## config.mk

```make
export PLATFORM = sky130hd
export DESIGN_NAME = secded_enc_engine
export DESIGN_NICKNAME = d
export VERILOG_FILES = /design/src/rtl/secded_pkg.sv /design/src/rtl/secded_parity_unit.sv /design/src/rtl/secded_addr_gen.sv /design/src/rtl/secded_ctrl.sv /design/src/rtl/secded_enc_engine.sv
export SDC_FILE = /design/constraint.sdc
export NUM_CORES = 1
export LEC_CHECK = 0
export ABC_AREA = 1
export BUFFER_PORTS_ARGS = -buffer_cell sky130_fd_sc_hd__buf_2
export CAP_MARGIN = 5
export CORE_MARGIN = 3
export CORE_UTILIZATION = 50
export CTS_BUF_LIST = sky130_fd_sc_hd__clkbuf_2 sky130_fd_sc_hd__clkbuf_4 sky130_fd_sc_hd__clkbuf_8
export CTS_CLUSTER_SIZE = 30
export DETAILED_ROUTE_END_ITERATION = 10
export PLACE_DENSITY = 0.73
export SETUP_SLACK_MARGIN = 0.4
export SLEW_MARGIN = 0
export SYNTH_ARGS = -nofsm -noshare
export SYNTH_HDL_FRONTEND = slang
export SYNTH_SLANG_ARGS = --single-unit
export TNS_END_PERCENT = 50
```

## constraint.sdc

```tcl
create_clock -name clk -period 2.5 [get_ports clk]
set_input_delay 0.5 -clock clk [delete_from_list [all_inputs] [get_ports clk]]
set_output_delay 0.5 -clock clk [all_outputs]
set_load 0.1 [all_outputs]
```

## src/rtl/secded_pkg.sv

```systemverilog
package secded_pkg;

    typedef enum logic [2:0] {
        ST_IDLE,
        ST_RD_LO,
        ST_RD_HI,
        ST_WAIT_HI,
        ST_WR_LO,
        ST_WR_HI,
        ST_DONE
    } eng_state_t;

    typedef enum logic [1:0] {
        SEL_IN_LO,
        SEL_IN_HI,
        SEL_OUT_LO,
        SEL_OUT_HI
    } addr_sel_t;

    typedef struct packed {
        logic [7:0] hi;
        logic [7:0] lo;
    } codeword_t;

    localparam int MSG_W    = 11;
    localparam int N_CHECKS = 4;

    // Coverage masks over message bits m[10:0] (m[i] is b(i+1)); index 3 -> p8, 2 -> p4, 1 -> p2, 0 -> p1
    localparam logic [MSG_W-1:0] CHECK_MASK [N_CHECKS] = '{
        11'b10101011011,
        11'b11001101101,
        11'b11110001110,
        11'b11111110000
    };

    function automatic codeword_t pack_code(input logic [MSG_W-1:0] m,
                                            input logic [N_CHECKS-1:0] chk,
                                            input logic overall);
        codeword_t c;
        c.hi = {m[10:4], chk[3]};
        c.lo = {m[3:1], chk[2], m[0], chk[1], chk[0], overall};
        return c;
    endfunction

endpackage

```

## src/rtl/secded_parity_unit.sv

```systemverilog
module secded_parity_unit
    import secded_pkg::*;
(
    input  logic [MSG_W-1:0] msg,
    output codeword_t        code
);
    logic [N_CHECKS-1:0] chk;
    logic                overall;

    generate
        for (genvar g = 0; g < N_CHECKS; g++) begin : g_check
            assign chk[g] = ^(msg & CHECK_MASK[g]);
        end
    endgenerate

    assign overall = (^msg) ^ (^chk);
    assign code    = pack_code(msg, chk, overall);

endmodule

```

## src/rtl/secded_addr_gen.sv

```systemverilog
module secded_addr_gen
    import secded_pkg::*;
#(
    parameter int ADDR_W     = 8,
    parameter int NUM_BLOCKS = 15,
    parameter int IN_BASE    = 0,
    parameter int OUT_BASE   = 30
) (
    input  logic              clk,
    input  logic              rst,
    input  logic              cnt_clr,
    input  logic              cnt_inc,
    input  addr_sel_t         sel,
    output logic [ADDR_W-1:0] addr,
    output logic              last_blk
);
    localparam int CNT_W = (NUM_BLOCKS > 1) ? $clog2(NUM_BLOCKS) : 1;
    localparam logic [CNT_W-1:0] LAST = CNT_W'(NUM_BLOCKS - 1);

    logic [CNT_W-1:0]  blk;
    logic [ADDR_W-1:0] pair_off;
    logic [ADDR_W-1:0] base;
    logic              upper;

    always_ff @(posedge clk) begin
        if (rst || cnt_clr) begin
            blk <= '0;
        end else if (cnt_inc && blk != LAST) begin
            blk <= blk + 1'b1;
        end
    end

    always_comb begin
        base  = ADDR_W'(IN_BASE);
        upper = 1'b0;
        case (sel)
            SEL_IN_LO:  begin base = ADDR_W'(IN_BASE);  upper = 1'b0; end
            SEL_IN_HI:  begin base = ADDR_W'(IN_BASE);  upper = 1'b1; end
            SEL_OUT_LO: begin base = ADDR_W'(OUT_BASE); upper = 1'b0; end
            SEL_OUT_HI: begin base = ADDR_W'(OUT_BASE); upper = 1'b1; end
            default:    begin base = ADDR_W'(IN_BASE);  upper = 1'b0; end
        endcase
    end

    assign pair_off = ADDR_W'({blk, 1'b0});
    assign addr     = base + pair_off + ADDR_W'(upper);
    assign last_blk = (blk == LAST);

    // block index never passes the final block
    assert_blk_in_range_R2: assert property (@(posedge clk) disable iff (rst)
        blk <= LAST);

endmodule

```

## src/rtl/secded_ctrl.sv

```systemverilog
module secded_ctrl
    import secded_pkg::*;
(
    input  logic      clk,
    input  logic      rst,
    input  logic      start,
    input  logic      last_blk,
    output addr_sel_t sel,
    output logic      we,
    output logic      cap_lo,
    output logic      cap_hi,
    output logic      cnt_clr,
    output logic      cnt_inc,
    output logic      done
);
    eng_state_t state, state_nx;
    logic       start_q;
    logic       start_fall;

    always_ff @(posedge clk) begin
        if (rst) begin
            state   <= ST_IDLE;
            start_q <= 1'b0;
        end else begin
            state   <= state_nx;
            start_q <= start;
        end
    end

    assign start_fall = start_q && !start;

    always_comb begin
        state_nx = state;
        sel      = SEL_IN_LO;
        we       = 1'b0;
        cap_lo   = 1'b0;
        cap_hi   = 1'b0;
        cnt_clr  = 1'b0;
        cnt_inc  = 1'b0;
        case (state)
            ST_IDLE: begin
                if (start_fall) begin
                    state_nx = ST_RD_LO;
                    cnt_clr  = 1'b1;
                end
            end
            ST_RD_LO: begin
                sel      = SEL_IN_LO;
                state_nx = start ? ST_IDLE : ST_RD_HI;
            end
            ST_RD_HI: begin
                sel      = SEL_IN_HI;
                cap_lo   = 1'b1;
                state_nx = start ? ST_IDLE : ST_WAIT_HI;
            end
            ST_WAIT_HI: begin
                sel      = SEL_IN_HI;
                cap_hi   = 1'b1;
                state_nx = start ? ST_IDLE : ST_WR_LO;
            end
            ST_WR_LO: begin
                sel      = SEL_OUT_LO;
                we       = !start;
                state_nx = start ? ST_IDLE : ST_WR_HI;
            end
            ST_WR_HI: begin
                sel      = SEL_OUT_HI;
                we       = !start;
                if (start) begin
                    state_nx = ST_IDLE;
                end else if (last_blk) begin
                    state_nx = ST_DONE;
                end else begin
                    state_nx = ST_RD_LO;
                    cnt_inc  = 1'b1;
                end
            end
            ST_DONE: begin
                if (start) state_nx = ST_IDLE;
            end
            default: state_nx = ST_IDLE;
        endcase
    end

    assign done = (state == ST_DONE);

    // done drops on the edge after start is seen high
    assert_done_drops_R8: assert property (@(posedge clk) disable iff (rst)
        (done && start) |=> !done);

    // an idle engine seeing start fall moves into the read sequence
    assert_run_begins_R7: assert property (@(posedge clk) disable iff (rst)
        (state == ST_IDLE && start_fall) |=> (state == ST_RD_LO));

    // start high during a run returns the engine to idle
    assert_abort_idle_R6: assert property (@(posedge clk) disable iff (rst)
        (state != ST_IDLE && state != ST_DONE && start) |=> (state == ST_IDLE));

endmodule

```

## src/rtl/secded_enc_engine.sv

```systemverilog
module secded_enc_engine
    import secded_pkg::*;
#(
    parameter int ADDR_W     = 8,
    parameter int NUM_BLOCKS = 15,
    parameter int IN_BASE    = 0,
    parameter int OUT_BASE   = 30
) (
    input  logic              clk,
    input  logic              rst,
    input  logic              start,
    output logic              done,
    output logic [ADDR_W-1:0] mem_addr,
    output logic              mem_we,
    output logic [7:0]        mem_wdata,
    input  logic [7:0]        mem_rdata
);
    localparam int OUT_LAST = OUT_BASE + 2 * NUM_BLOCKS - 1;

    addr_sel_t  sel;
    logic       cap_lo, cap_hi, cnt_clr, cnt_inc, last_blk;
    logic [7:0] data_lo;
    logic [2:0] data_hi;
    logic       unused_pad;
    codeword_t  code;

    secded_ctrl u_ctrl (
        .clk      (clk),
        .rst      (rst),
        .start    (start),
        .last_blk (last_blk),
        .sel      (sel),
        .we       (mem_we),
        .cap_lo   (cap_lo),
        .cap_hi   (cap_hi),
        .cnt_clr  (cnt_clr),
        .cnt_inc  (cnt_inc),
        .done     (done)
    );

    secded_addr_gen #(
        .ADDR_W     (ADDR_W),
        .NUM_BLOCKS (NUM_BLOCKS),
        .IN_BASE    (IN_BASE),
        .OUT_BASE   (OUT_BASE)
    ) u_addr (
        .clk      (clk),
        .rst      (rst),
        .cnt_clr  (cnt_clr),
        .cnt_inc  (cnt_inc),
        .sel      (sel),
        .addr     (mem_addr),
        .last_blk (last_blk)
    );

    always_ff @(posedge clk) begin
        if (rst) begin
            data_lo <= '0;
            data_hi <= '0;
        end else begin
            if (cap_lo) data_lo <= mem_rdata;
            if (cap_hi) data_hi <= mem_rdata[2:0];
        end
    end

    assign unused_pad = ^mem_rdata[7:3];

    secded_parity_unit u_parity (
        .msg  ({data_hi, data_lo}),
        .code (code)
    );

    assign mem_wdata = (sel == SEL_OUT_HI) ? code.hi : code.lo;

    // no write while the host owns memory
    assert_no_write_in_start_R6: assert property (@(posedge clk) disable iff (rst)
        mem_we |-> !start);

    // writes land only in the output region
    assert_write_range_R10: assert property (@(posedge clk) disable iff (rst)
        mem_we |-> (int'(mem_addr) >= OUT_BASE && int'(mem_addr) <= OUT_LAST));

    // a stored codeword has even parity over both bytes
    assert_even_parity_R5: assert property (@(posedge clk) disable iff (rst)
        mem_we |-> (^{code.hi, code.lo}) == 1'b0);

    // done only rises right after a write
    assert_done_after_write_R7: assert property (@(posedge clk) disable iff (rst)
        $rose(done) |-> $past(mem_we));

    // done and write never coincide
    assert_done_quiet_R9: assert property (@(posedge clk) disable iff (rst)
        done |-> !mem_we);

endmodule

```

==> flow_summary.ini <==
[run_status]
outcome = complete, no violations

[cts]
root_buffer = clkbuf_4
ctsHoldBuffers = 0
clk_pin_slew_ns = 0.11
cts.path.max_buffers = 2
cts_tree = yes
tritoncts.num_buffers = 3
clock_latency_ns = 0.29
cts.sinks = 19
htree_levels = 1

[run]
maxCapViolations = 0

[synthesis]
synth_top_area_cell = dfxtp_1
syn_inst = 251
synth_area_sq_um = 1530
yosys_warnings = 0
synth_top_flop_cell = dfxtp_1
synth_edf_count = 0
synth.most_common_cell = nand2_1
synth.avg_cell_area_sq_um = 6.08
synthTopCellsByArea = dfxtp_1 (25%), nand2_1 (23%), a21oi_1 (6.9%), o21ai_0 (6.9%), ha_1 (5.7%)
synthTopCellsByCount = nand2_1 (92), a21oi_1 (21), o21ai_0 (21)
async_flop_share_pct = 0
synth_cell_types = 27
yosysSeqAreaShare_pct = 24.9
yosysTopAreaCellShare_pct = 24.9
synth_seq_cells = 19

[die]
die_area_sq_um = 3750
core-area_sq_um = 2830
die_y_um = 61.2
floorplan.initialDensity_pct = 53.9
die_w_um = 61.2
top_level_ports = 29
std_cell_rows = 19

[pwr]
pwr-share-comb_pct = 48.2
powerDensity_nw_per_um2 = 426
p_sw_share_pct = 43.3
ir_worst_vdd_uv = 221
switchingPower_mw = 0.404
seqPwrFrac_pct = 34.1
power_frac_clock_pct = 17.7
internal-power_mw = 0.529
leakagePower_nw = 1.05

[routing]
wirelength_um = 3940
wl_per_cell_um = 12.5
final_antenna_net_count = 0
post-route-drc-count = 0
dr.pass1.iters = 6
drt-vias-per-instance = 5.38
vias = 1700
drtIter0Drc = 75

[placement]
hpwl_um = 2820
routabilityCongestion = 0.799
io_buffers = 26

[global_route]
antenna_found_initial = 0
grt_max_degree = 19
grtUsageTotal_pct = 21.5
grt_pass1_vias = 1506
grt_pass1_wl_um = 6190
overflow = 0

[worst_setup_path]
end_kind = output pin
worstPathRequired_ns = 2.00
slowest_stage = fa_2
crit_chain = inv_4 > nand3_4 > nand2_8 > ha_4 > fa_2 > xor2_4 > buf_12
slowest_delay_ns = 0.41
start_kind = register
rrSetupSlack_ns = 0.87
reg2reg_depth = 9
worstReg2RegStart = u_ctrl.state[1]
cp.arrival_ns = 1.87
cp_max_fo = 6
r2r_end = u_addr.blk[3]
crit_type = reg2out

[timing]
finalHoldViolCount = 0
setup-violations-final = 0
finalCritPeriodShare_pct = 94.9
hold_slack_ns = 0.391
post-route-min-period_ns = 2.37
fmax_mhz = 422
finClkSkew_ns = 0.00320
drv_slew = 0
rsz0062_at_grt = yes

[layout]
nNetsFinal = 305
drive_gt1_share_pct = 44.6
syn_to_final_growth_pct = 43.3
n_antenna_cell = 0
final_util_pct = 77.3

[hold_path]
min_path_cells = 2
hold_class = in2reg
min_to = u_ctrl.state[0]
min_from = rst
cells in the final DEF, fill, tap and decap left out, types with 3 or more instances in the layout:
| cell type | count |
|---|---|
| clkbuf_4 | 4 |
| dfxtp_2 | 6 |
| nand2_1 | 61 |
| o21ai_1 | 5 |
| o21ai_0 | 14 |
| nor2_1 | 7 |
| buf_4 | 10 |
| nand2_4 | 7 |
| dfxtp_4 | 8 |
| a21oi_1 | 20 |
| nor2_2 | 4 |
| nand3_2 | 5 |
| inv_4 | 6 |
| nor3_1 | 3 |
| dfxtp_1 | 5 |
| buf_2 | 17 |
| buf_12 | 7 |
| nand2_2 | 31 |
| ha_1 | 5 |
| inv_2 | 6 |
| nand3_1 | 12 |
| inv_1 | 14 |
kinds of logic (layout without fill, tap and decap cells):
kind of cell,count (synthesis),count (layout),synth area share (%)
flip-flops,19,19,24.9
AND/OR/NAND/NOR,138,138,39.3
other,1,2,0.246
buffers and inverters,35,68,10.3
AO/OA/AOI/OAI,45,45,15.3
XOR/XNOR,5,5,2.87
adder cells (fa/ha/maj),8,8,7.05
per-stage QoR:
step | setup WS [ns] | std cells | setup TNS [ns] | instance area [sq um] | total power, mW
CTS | 0.104 | 314 | 0 | 2050 | 0.915
detailed placement | 0.366 | 304 | 0 | 1830 | 0.704
global placement | 0.408 | 304 | 0 | 1830 | 0.699
global route | 0.0570 | 316 | 0 | 2190 | 0.979
floorplan | -0.0371 | 252 | -0.190 | 1610 | 0.625
finish | 0.129 | 316 | 0 | 2190 | 0.932
power groups by stage:
stage / Clock [mW] / Sequential [mW] / Combinational [mW]
2_1_floorplan: 0 / 0.325 / 0.299
3_3_place_gp: 0 / 0.327 / 0.372
3_5_place_dp: 0 / 0.328 / 0.376
4_1_cts: 0.171 / 0.321 / 0.423
5_1_grt: 0.184 / 0.320 / 0.475
6_report: 0.165 / 0.318 / 0.449
state kept, by name, summed over array words and instances (netlist names):
register	count
data_lo	8
u_addr.blk	4
data_hi	3
u_ctrl.state	3
u_ctrl.start_q	1
routing by layer:
metal | vias to the layer above | track usage (%) | wire length, um
met2 | 44 | 38.5 | 2090
met5 | - | 0 | 0
met3 | 8 | 2.10 | 138
li1 | 875 | - | -
met4 | 0 | 8.05 | 56
met1 | 773 | 26.3 | 1660
worst max-delay path by stage:
stage                                from      endpoint  slack [ns]  depth (start not counted)
final                     u_ctrl.state[1]   mem_addr[3]        0.13                          7
after global routing      u_ctrl.state[1]   mem_addr[3]        0.06                          7
after floorplan           u_ctrl.state[0]  mem_wdata[3]       -0.04                          4
after global placement    u_ctrl.state[1]   mem_addr[5]        0.41                          8
after detailed placement  u_ctrl.state[1]   mem_addr[4]        0.37                          8
after CTS                 u_ctrl.state[1]   mem_addr[3]        0.10                          7
layout make-up:
class                   instances  area (sq um)
clock buffers                   4          30.0
fillers                       213           643
inverters                      27           121
multi-input cells             198          1240
flip-flops and latches         19           418
well taps                      31          38.8
repair buffers                 37           338
worst max-delay path, delay by kind of cell, from the launching register on:
kind,cells,cell delay [ns]
AND/OR/NAND/NOR,2,0.18
adder cells (fa/ha/maj),2,0.58
XOR/XNOR,1,0.17
flip-flops,1,0.39
buffers and inverters,2,0.25
what timing repair did:
| action | 4_1_cts | 5_1_grt |
|---|---|---|
| setup endpoints to repair | 15 | 15 |
| gates resized for setup | 54 | 45 |
| pin swaps | 17 | 24 |
| setup buffers | 6 | 2 |
Note: power is estimated with default switching activity, not from simulation.
